File: src/rtl/evt_timer64_pkg.sv
package evt_timer64_pkg;

    localparam logic [7:0] OFS_CNT  = 8'h10;
    localparam logic [7:0] OFS_PRD  = 8'h18;
    localparam logic [7:0] OFS_CTRL = 8'h20;
    localparam logic [7:0] OFS_GCTL = 8'h24;
    localparam logic [7:0] OFS_ICS  = 8'h44;

    localparam int unsigned MODE_LSB    = 6;
    localparam int unsigned ICS_EN_BIT  = 0;
    localparam int unsigned ICS_STS_BIT = 1;

    typedef enum logic [1:0] {
        MODE_OFF      = 2'b00,
        MODE_ONCE     = 2'b01,
        MODE_PERIODIC = 2'b10,
        MODE_RSVD     = 2'b11
    } mode_e;

endpackage

File: src/rtl/evt_timer64_dec.sv
module evt_timer64_dec
    import evt_timer64_pkg::*;
#(
    parameter int unsigned ADDR_W = 8,
    parameter int unsigned NW     = 2
) (
    input  logic [ADDR_W-1:0] addr,
    output logic [NW-1:0]     hit_cnt,
    output logic [NW-1:0]     hit_prd,
    output logic              hit_ctrl,
    output logic              hit_gctl,
    output logic              hit_ics
);

    for (genvar w = 0; w < NW; w++) begin : g_word
        assign hit_cnt[w] = (addr == ADDR_W'(int'(OFS_CNT) + 4 * w));
        assign hit_prd[w] = (addr == ADDR_W'(int'(OFS_PRD) + 4 * w));
    end

    assign hit_ctrl = (addr == ADDR_W'(OFS_CTRL));
    assign hit_gctl = (addr == ADDR_W'(OFS_GCTL));
    assign hit_ics  = (addr == ADDR_W'(OFS_ICS));

endmodule

File: src/rtl/evt_timer64_core.sv
module evt_timer64_core
    import evt_timer64_pkg::*;
#(
    parameter int unsigned DATA_W = 32,
    parameter int unsigned CNT_W  = 64
) (
    input  logic                     clk,
    input  logic                     rst_n,
    input  logic [CNT_W/DATA_W-1:0]  cnt_wr,
    input  logic [CNT_W/DATA_W-1:0]  prd_wr,
    input  logic                     ctrl_wr,
    input  logic                     gctl_wr,
    input  logic                     ics_wr,
    input  logic [DATA_W-1:0]        wdata,
    output logic [CNT_W-1:0]         cnt,
    output logic [CNT_W-1:0]         prd,
    output logic [1:0]               mode,
    output logic [1:0]               gctl,
    output logic                     ien,
    output logic                     sts
);

    localparam int unsigned NW = CNT_W / DATA_W;

    typedef struct packed {
        logic [CNT_W-1:0] cnt;
        logic [CNT_W-1:0] prd;
        logic [1:0]       mode;
        logic [1:0]       gctl;
        logic             ien;
        logic             sts;
    } state_t;

    state_t st_q, st_d;

    logic released, running, match;

    assign released = (st_q.gctl == 2'b11);
    assign running  = released &&
                      (st_q.mode == MODE_ONCE || st_q.mode == MODE_PERIODIC);
    assign match    = running && (st_q.cnt == st_q.prd);

    always_comb begin
        st_d = st_q;
        // counting and terminal action
        if (running) begin
            if (match) begin
                if (st_q.mode == MODE_PERIODIC) st_d.cnt  = '0;
                else                            st_d.mode = MODE_OFF;
            end else begin
                st_d.cnt = st_q.cnt + CNT_W'(1);
            end
        end
        // word writes take priority over counting
        for (int w = 0; w < NW; w++) begin
            if (cnt_wr[w] && released) st_d.cnt[w*DATA_W +: DATA_W] = wdata;
            if (prd_wr[w])             st_d.prd[w*DATA_W +: DATA_W] = wdata;
        end
        // held in reset: counter cleared
        if (!released) st_d.cnt = '0;
        if (ctrl_wr)   st_d.mode = wdata[MODE_LSB +: 2];
        if (gctl_wr)   st_d.gctl = wdata[1:0];
        if (ics_wr) begin
            st_d.ien = wdata[ICS_EN_BIT];
            if (wdata[ICS_STS_BIT]) st_d.sts = 1'b0;
        end
        // event set wins over clear
        if (match) st_d.sts = 1'b1;
    end

    always_ff @(posedge clk or negedge rst_n) begin
        if (!rst_n) st_q <= '0;
        else        st_q <= st_d;
    end

    assign cnt  = st_q.cnt;
    assign prd  = st_q.prd;
    assign mode = st_q.mode;
    assign gctl = st_q.gctl;
    assign ien  = st_q.ien;
    assign sts  = st_q.sts;

    assert_count_step_R2: assert property (@(posedge clk) disable iff (!rst_n)
        (running && !match && !(|cnt_wr)) |=> (st_q.cnt == $past(st_q.cnt) + CNT_W'(1)));

    assert_held_clear_R3: assert property (@(posedge clk) disable iff (!rst_n)
        (!released) |=> (st_q.cnt == '0));

    assert_periodic_wrap_R6: assert property (@(posedge clk) disable iff (!rst_n)
        (match && st_q.mode == MODE_PERIODIC && !(|cnt_wr)) |=> (st_q.cnt == '0));

    assert_oneshot_stop_R7: assert property (@(posedge clk) disable iff (!rst_n)
        (match && st_q.mode == MODE_ONCE && !ctrl_wr) |=> (st_q.mode == MODE_OFF && $stable(st_q.cnt)));

    assert_sticky_flag_R8: assert property (@(posedge clk) disable iff (!rst_n)
        (st_q.sts && !(ics_wr && wdata[ICS_STS_BIT])) |=> st_q.sts);

endmodule

File: src/rtl/evt_timer64.sv
module evt_timer64
    import evt_timer64_pkg::*;
#(
    parameter int unsigned ADDR_W = 8,
    parameter int unsigned DATA_W = 32,
    parameter int unsigned CNT_W  = 64
) (
    input  logic              clk,
    input  logic              rst_n,
    input  logic              bus_sel,
    input  logic              bus_wr,
    input  logic [ADDR_W-1:0] bus_addr,
    input  logic [DATA_W-1:0] bus_wdata,
    output logic [DATA_W-1:0] bus_rdata,
    output logic              irq
);

    localparam int unsigned NW = CNT_W / DATA_W;

    logic [NW-1:0]     hit_cnt, hit_prd;
    logic              hit_ctrl, hit_gctl, hit_ics;
    logic              do_wr;
    logic [CNT_W-1:0]  cnt, prd;
    logic [1:0]        mode, gctl;
    logic              ien, sts;
    logic [DATA_W-1:0] cnt_word [NW];
    logic [DATA_W-1:0] prd_word [NW];
    logic [DATA_W-1:0] mux;

    evt_timer64_dec #(.ADDR_W(ADDR_W), .NW(NW)) i_dec (
        .addr     (bus_addr),
        .hit_cnt  (hit_cnt),
        .hit_prd  (hit_prd),
        .hit_ctrl (hit_ctrl),
        .hit_gctl (hit_gctl),
        .hit_ics  (hit_ics)
    );

    assign do_wr = bus_sel && bus_wr;

    evt_timer64_core #(.DATA_W(DATA_W), .CNT_W(CNT_W)) i_core (
        .clk     (clk),
        .rst_n   (rst_n),
        .cnt_wr  (hit_cnt & {NW{do_wr}}),
        .prd_wr  (hit_prd & {NW{do_wr}}),
        .ctrl_wr (hit_ctrl && do_wr),
        .gctl_wr (hit_gctl && do_wr),
        .ics_wr  (hit_ics && do_wr),
        .wdata   (bus_wdata),
        .cnt     (cnt),
        .prd     (prd),
        .mode    (mode),
        .gctl    (gctl),
        .ien     (ien),
        .sts     (sts)
    );

    for (genvar w = 0; w < NW; w++) begin : g_rd
        assign cnt_word[w] = cnt[w*DATA_W +: DATA_W];
        assign prd_word[w] = prd[w*DATA_W +: DATA_W];
    end

    always_comb begin
        mux = '0;
        for (int w = 0; w < NW; w++) begin
            if (hit_cnt[w]) mux = mux | cnt_word[w];
            if (hit_prd[w]) mux = mux | prd_word[w];
        end
        if (hit_ctrl) mux[MODE_LSB +: 2] = mode;
        if (hit_gctl) mux[1:0] = gctl;
        if (hit_ics) begin
            mux[ICS_EN_BIT]  = ien;
            mux[ICS_STS_BIT] = sts;
        end
    end

    assign bus_rdata = (bus_sel && !bus_wr) ? mux : '0;
    assign irq       = sts && ien;

    assert_idle_rdata_R10: assert property (@(posedge clk) disable iff (!rst_n)
        !(bus_sel && !bus_wr) |-> (bus_rdata == '0));

endmodule

File: config.mk
export PLATFORM = sky130hd
export DESIGN_NAME = evt_timer64
export DESIGN_NICKNAME = d
export VERILOG_FILES = /design/src/rtl/evt_timer64_pkg.sv /design/src/rtl/evt_timer64_dec.sv /design/src/rtl/evt_timer64_core.sv /design/src/rtl/evt_timer64.sv
export SDC_FILE = /design/constraint.sdc
export NUM_CORES = 1
export LEC_CHECK = 0
export ABC_AREA = 1
export BUFFER_PORTS_ARGS = -buffer_cell sky130_fd_sc_hd__buf_2
export CELL_PAD_IN_SITES_DETAIL_PLACEMENT = 0
export CELL_PAD_IN_SITES_GLOBAL_PLACEMENT = 1
export CORE_UTILIZATION = 46
export DETAILED_ROUTE_END_ITERATION = 10
export HOLD_SLACK_MARGIN = 0.08
export PLACE_DENSITY_LB_ADDON = 0.1
export SYNTH_ARGS = -nofsm -noshare
export SYNTH_HDL_FRONTEND = slang
export SYNTH_SLANG_ARGS = --single-unit
File: constraint.sdc
create_clock -name clk -period 3.7 [get_ports clk]
set_clock_uncertainty 0.15 [all_clocks]
set_input_delay 0.74 -clock clk [delete_from_list [all_inputs] [get_ports clk]]
set_output_delay 0.74 -clock clk [all_outputs]
set_load 0.1 [all_outputs]
* Word-level counts from Yosys, hierarchy flattened
Cells that the tools add are included.
Word-level totals: register bits 134, bits in latches 0, RAM bits 0, ROM bits 0, memories kept 0
Cells by class: add/sub/neg operators 1, multipliers 0, div/mod/pow operators 0, $lt $le $gt $ge 0, equality and inequality tests 16, shift-type cells 0, mux-type cells 21, bitwise gates (word level) 5, reduce and logical (&&, ||, !) cells 20
Operator list (number):
- 64-bit 2-to-1 mux | 4
- 32-bit 2-to-1 mux | 7
- 32-bit OR | 3
- 64-bit by 1-bit adder with 64-bit output, second input constant | 1
- 64-bit equality test | 1
- 8-bit by 5-bit equality test with 1-bit output, second input constant | 4
- 8-bit by 6-bit equality test with 1-bit output, second input constant | 2
- 2-bit 2-to-1 mux | 7
- 1-bit logical AND | 10
- 8-bit by 7-bit equality test with 1-bit output, second input constant | 1
- 4-bit inequality test, second input constant | 2
- 2-bit nonzero test | 4
- 3-bit inequality test, second input constant | 2
- 2-bit AND reduction | 3
- 2-bit bitwise AND | 2
- 2-bit equality test, second input constant | 2
- 1-bit 2-to-1 mux | 3
- 3-bit AND reduction | 1
- 2-bit by 1-bit equality test with 1-bit output, second input constant | 1
- 2-bit by 1-bit inequality test with 1-bit output, second input constant | 1
- 1-bit zero test | 1
- 1-bit logical OR | 1

* Logic depth before layout (Yosys ltp)
depth after elaboration 11, depth in mapped cells 15

* Hierarchy
From an unflattened synthesis, not the netlist that was laid out.
Unflattened totals: cells, all modules 1893, area, all modules 11013.1 um^2
Modules (own cells, without submodules):
- evt_timer64_core | instances 1, cells each 1595, area each 9699.3 um^2, seq. area each 3353.2 um^2
- evt_timer64 | instances 1, cells each 268, area each 1183.6 um^2, seq. area each 0.0 um^2
- evt_timer64_dec | instances 1, cells each 30, area each 130.1 um^2, seq. area each 0.0 um^2

* Worst setup path after synthesis
OpenSTA, ideal clock, no wires.
path kind input to output, start in bus_addr[0], end out bus_rdata[1], arrival time 3.241 ns, required time 2.810 ns, slack -0.431 ns, cell stages on the path 10, path buffers 1, cells stage by stage inv_1 -> nand2_1 -> nor3_2 -> nand2_1 -> inv_2 -> clkbuf_1 -> nand2_1 -> o2111ai_1 -> o21ai_0 -> a21oi_1
Between the ends: cells in the longest elaborated chain, start to end 11, elaborated cells between the ends (all ways) 16, those cells by class 6 x eq/ne; 7 x mux; 3 x bitwise
RTL lines:
- start, declared | RTL line evt_timer64.sv:12 | input logic [ADDR_W-1:0] bus_addr,
- 8-bit by 5-bit equality test with 1-bit output | RTL line evt_timer64_dec.sv:16 | assign hit_cnt[w] = (addr == ADDR_W'(int'(OFS_CNT) + 4 * w));
- 32-bit 2-to-1 mux | RTL line evt_timer64.sv:66 | if (hit_cnt[w]) mux = mux | cnt_word[w];
- 32-bit OR | RTL line evt_timer64.sv:67 | if (hit_prd[w]) mux = mux | prd_word[w];
- 32-bit 2-to-1 mux | RTL line evt_timer64.sv:67
- 32-bit OR | RTL line evt_timer64.sv:66
- 32-bit 2-to-1 mux | RTL line evt_timer64.sv:66
- 32-bit OR | RTL line evt_timer64.sv:67
- 32-bit 2-to-1 mux | RTL line evt_timer64.sv:67
- 2-bit 2-to-1 mux | RTL line evt_timer64.sv:70 | if (hit_gctl) mux[1:0] = gctl;
- 2-bit 2-to-1 mux (*) | RTL line evt_timer64.sv:71 | if (hit_ics) begin
- 32-bit 2-to-1 mux (*) | RTL line evt_timer64.sv:77 | assign bus_rdata = (bus_sel && !bus_wr) ? mux : '0;
- end, declared | RTL line evt_timer64.sv:14 | output logic [DATA_W-1:0] bus_rdata,
Every way passes the cells marked *; elsewhere a longest branch is shown, timed or not.

* Worst setup path after layout
start in bus_addr[7], end out bus_rdata[19]
Between the ends: cells in the longest elaborated chain, start to end 9, elaborated cells between the ends (all ways) 12, those cells by class 4 x eq/ne; 5 x mux; 3 x bitwise
RTL lines (RTL line):
- 8-bit by 5-bit equality test with 1-bit output | evt_timer64_dec.sv:16
- 32-bit 2-to-1 mux | evt_timer64.sv:66
- 32-bit OR | evt_timer64.sv:67
- 32-bit 2-to-1 mux | evt_timer64.sv:67
- 32-bit OR | evt_timer64.sv:66
- 32-bit 2-to-1 mux | evt_timer64.sv:66
- 32-bit OR | evt_timer64.sv:67
- 32-bit 2-to-1 mux (*) | evt_timer64.sv:67
- 32-bit 2-to-1 mux (*) | evt_timer64.sv:77
Marks and branches as above.

==> results.tsv <==
metric	value	unit
failing checks	DRC	
flop and latch count out of synthesis	134	
time the worst path needs with I/O delays and setup	3.37	ns
CP bufs+invs	7	
Die W	153	um
IO Pins	77	
Avg WL per Cell	20.7	um
number of violations reported at the end of detailed-routing iteration 0	1035	
clock insertion delay at the later pin of the skew report	0.44	ns
hpwl dp	33700	um
fraction of final layout cells sized beyond drive strength 1	12.0	%
layout-stage area growth over the synthesis result	17.1	%
cell taking the most area after synthesis	sky130_fd_sc_hd__dfrtp_1	
router iterations before antenna repair	9	
Most used DFF post-synth	sky130_fd_sc_hd__dfrtp_1	
power per cell area	285	nW/um^2
via count of the first global-routing pass	10900	
crit path from	bus_addr[7]	
count leader, synth	sky130_fd_sc_hd__nand2_1	
worst min-delay path class	input pin to async pin	
share of the cycle needed by the critical path after routing	91.0	%
number of instances in the synthesized netlist	1728	
CP Capture Type	output port	
series of cell instances along the critical path	buf_2 > inv_1 > nand2_1 > inv_1 > nand2_1 > inv_1 > nand2_1 > inv_2 > buf_4 > a221oi_1 > nor2_2 > buf_12	
logic depth of the worst path, buffers included	12	
number of warning messages in the yosys log	0	
Starting Density	47.5	%
slowest stage delay, CP	0.39	ns
average via count per standard cell	5.55	
top cells by instance count after synthesis	669 x sky130_fd_sc_hd__nand2_1, 254 x sky130_fd_sc_hd__nor2_1, 175 x sky130_fd_sc_hd__inv_1	
die span in y	153	um
diodes inserted	0	
vias	11500	
final antenna-violating net count	0	
CP Data Required Time	2.81	ns
count of input and output buffers	76	
syn_area_per_cell	6.05	um^2
final setup TNS	0	ns
count of endpoints failing setup in the final report	0	
total standard cell area after synthesis	10500	um^2
DR DRC count	7	
antenna violations before repair	0	
Seq/Total Area, Yosys	32.1	%
critical setup path kind	input pin to output port	
crit path max-delay cell type	sky130_fd_sc_hd__a221oi_1	
area inside the core boundary	22000	um^2
Final Routed Wirelength	43000	um
setup repair after global routing missed its margin	no	
number of enable-type register cells in the synthesized netlist	0	
outcome	finished with violations	
leakage dissipation	5.76	nW
post-placement cell count	2042	
clock root buffer	sky130_fd_sc_hd__clkbuf_16	
Critical Path Fanout Max	13	
total global routing overflow	0	
leading cell types by total area after synthesis	sky130_fd_sc_hd__dfrtp_1 32%, sky130_fd_sc_hd__nand2_1 24%, sky130_fd_sc_hd__nor2_1 9.1%, sky130_fd_sc_hd__inv_1 6.3%, sky130_fd_sc_hd__xor2_1 5.3%	
largest net degree at the start of global routing	71	
length in cells of the worst reg-to-reg path	15	
max-cap check violation count	0	
top-area cell type share of the netlist area	32.1	%
clock slew at the register clock pins of the worst setup and hold paths	0.06	ns
standard-cell rows	54	
kind of cell adding the most delay to the critical path	buffers and inverters	
highest ir drop seen on vdd	0.000287	V
total clock buffers created by CTS	17	
Sink Count	134	
worst setup slack for register-to-register paths	0.78	ns
Fmax	297	MHz
area of the die	23300	um^2
slack of the critical path	0.334	ns
critical path startpoint category	input pin	
count of buffers added by post-CTS timing repair for setup	0	
Total Routing Usage GR	37.7	%
startpoint of the worst register-to-register path	i_core.mode[0]	
pre-CTS setup slack	0.351	ns
Yosys cell types	37	
CP Data Arrival Time	2.48	ns
number of failing hold endpoints at the final stage	0	
final net count	1827	
Cell Count, Final, Fillers Out	2074	
Tightest Pin Transition	0.797	ns
first-pass GRT wire length	65500	um
share of flip-flops with an asynchronous set or reset	100	%
TritonCTS clock tree	built	
final weighted congestion of routability-driven global placement	1.04	
number of resized instances in the post-cts repair step	0	
Slew Limit Fails	0	
synthesized netlist net count	1774	
worst-case headroom to the max-slew limit	46.8	%
number of hold buffers added after CTS	0	
H-Tree Depth	4	
Max Root-Sink Buffers	2	
## sequential cells by signal, indices dropped and copies added, names as in the netlist
register	cells
i_core.cnt	64
i_core.prd	64
i_core.gctl	2
i_core.mode	2
i_core.ien	1
i_core.sts	1
## per-layer routing
layer,GRT usage [%],part of all wire (%),vias up
met5,0,0,-
met4,14.5,3.6,0
met3,7.51,9.2,95
met2,59.9,45,568
met1,50.6,42,5346
li1,-,-,5496
## worst paths after layout
path,end
worst max-delay path,bus_rdata[19]
worst min-delay path,i_core.prd[41]
worst max register to register,i_core.cnt[25]
worst min register to register,i_core.prd[26]
max in group asynchronous,i_core.cnt[55]
min in group clk,i_core.prd[26]
## cells by family (layout without fill, tap and decap cells)
logic type	Yosys count	after routing	synth area share, %
DFF	134	134	32.1
xor gates and xnor gates	68	68	5.70
AOI/OAI and AO/OA	234	234	12.8
adders and majority gates	2	2	0.239
and+or+nand+nor	1018	1018	38.4
buffers and inverters	272	338	10.8
## cell usage in the layout (no fill, tap or decap), types with 2 or more instances in the layout
cell type	netlist	final
sky130_fd_sc_hd__nand2_1	669	667
sky130_fd_sc_hd__inv_1	175	174
sky130_fd_sc_hd__a21oi_1	43	39
sky130_fd_sc_hd__nand4_1	11	11
sky130_fd_sc_hd__clkbuf_1	32	3
sky130_fd_sc_hd__o21ai_0	81	81
sky130_fd_sc_hd__xor2_1	63	63
sky130_fd_sc_hd__nor3_1	8	8
sky130_fd_sc_hd__a221oi_1	28	28
sky130_fd_sc_hd__o21a_1	3	3
sky130_fd_sc_hd__clkinvlp_4	0	4
sky130_fd_sc_hd__o21ai_2	4	4
sky130_fd_sc_hd__buf_2	18	44
sky130_fd_sc_hd__a21oi_2	0	4
sky130_fd_sc_hd__inv_6	0	4
sky130_fd_sc_hd__o21ai_1	44	44
sky130_fd_sc_hd__buf_12	0	35
sky130_fd_sc_hd__clkinv_4	0	3
sky130_fd_sc_hd__ha_1	2	2
sky130_fd_sc_hd__nor2_2	7	35
sky130_fd_sc_hd__nand3_1	55	55
sky130_fd_sc_hd__buf_4	5	33
sky130_fd_sc_hd__clkbuf_16	0	17
sky130_fd_sc_hd__nor2_1	254	226
sky130_fd_sc_hd__and2_1	2	2
sky130_fd_sc_hd__o22ai_1	30	30
sky130_fd_sc_hd__nor2_4	2	2
sky130_fd_sc_hd__dfrtp_1	134	134
sky130_fd_sc_hd__nand2_2	4	6
sky130_fd_sc_hd__xnor2_1	5	5
sky130_fd_sc_hd__inv_2	17	18
## final cells by class
cell class / count / area [um^2]
clock buffer: 20 / 437
clock inverter: 12 / 121
fill: 2254 / 9790
inverter: 193 / 724
multi-input combinational: 1322 / 6070
sequential: 134 / 3350
tap: 280 / 350
timing repair buffer: 113 / 1180
## stage by stage
step                      hold WS [ns]  power, mW  area (um^2)  util [%]
after floorplan                  0.294       1.70        10500         -
after detailed placement         0.347       1.84        11700      53.0
after global placement           0.338       1.83        11700      53.0
after CTS                        0.176       3.51        12200      55.6
final                            0.147       3.49        12200      55.6
after global routing             0.189       3.60        12200      55.6
## power by group
group          internal [mW]  total [mW]  switching [mW]  leakage (nW)
Clock                  0.936        1.68           0.744         0.258
Sequential              1.49        1.51          0.0225          1.86
Combinational         0.0899       0.304           0.214          3.64
Total                   2.51        3.49           0.981          5.76
Note: power is estimated with default switching activity, not from simulation.
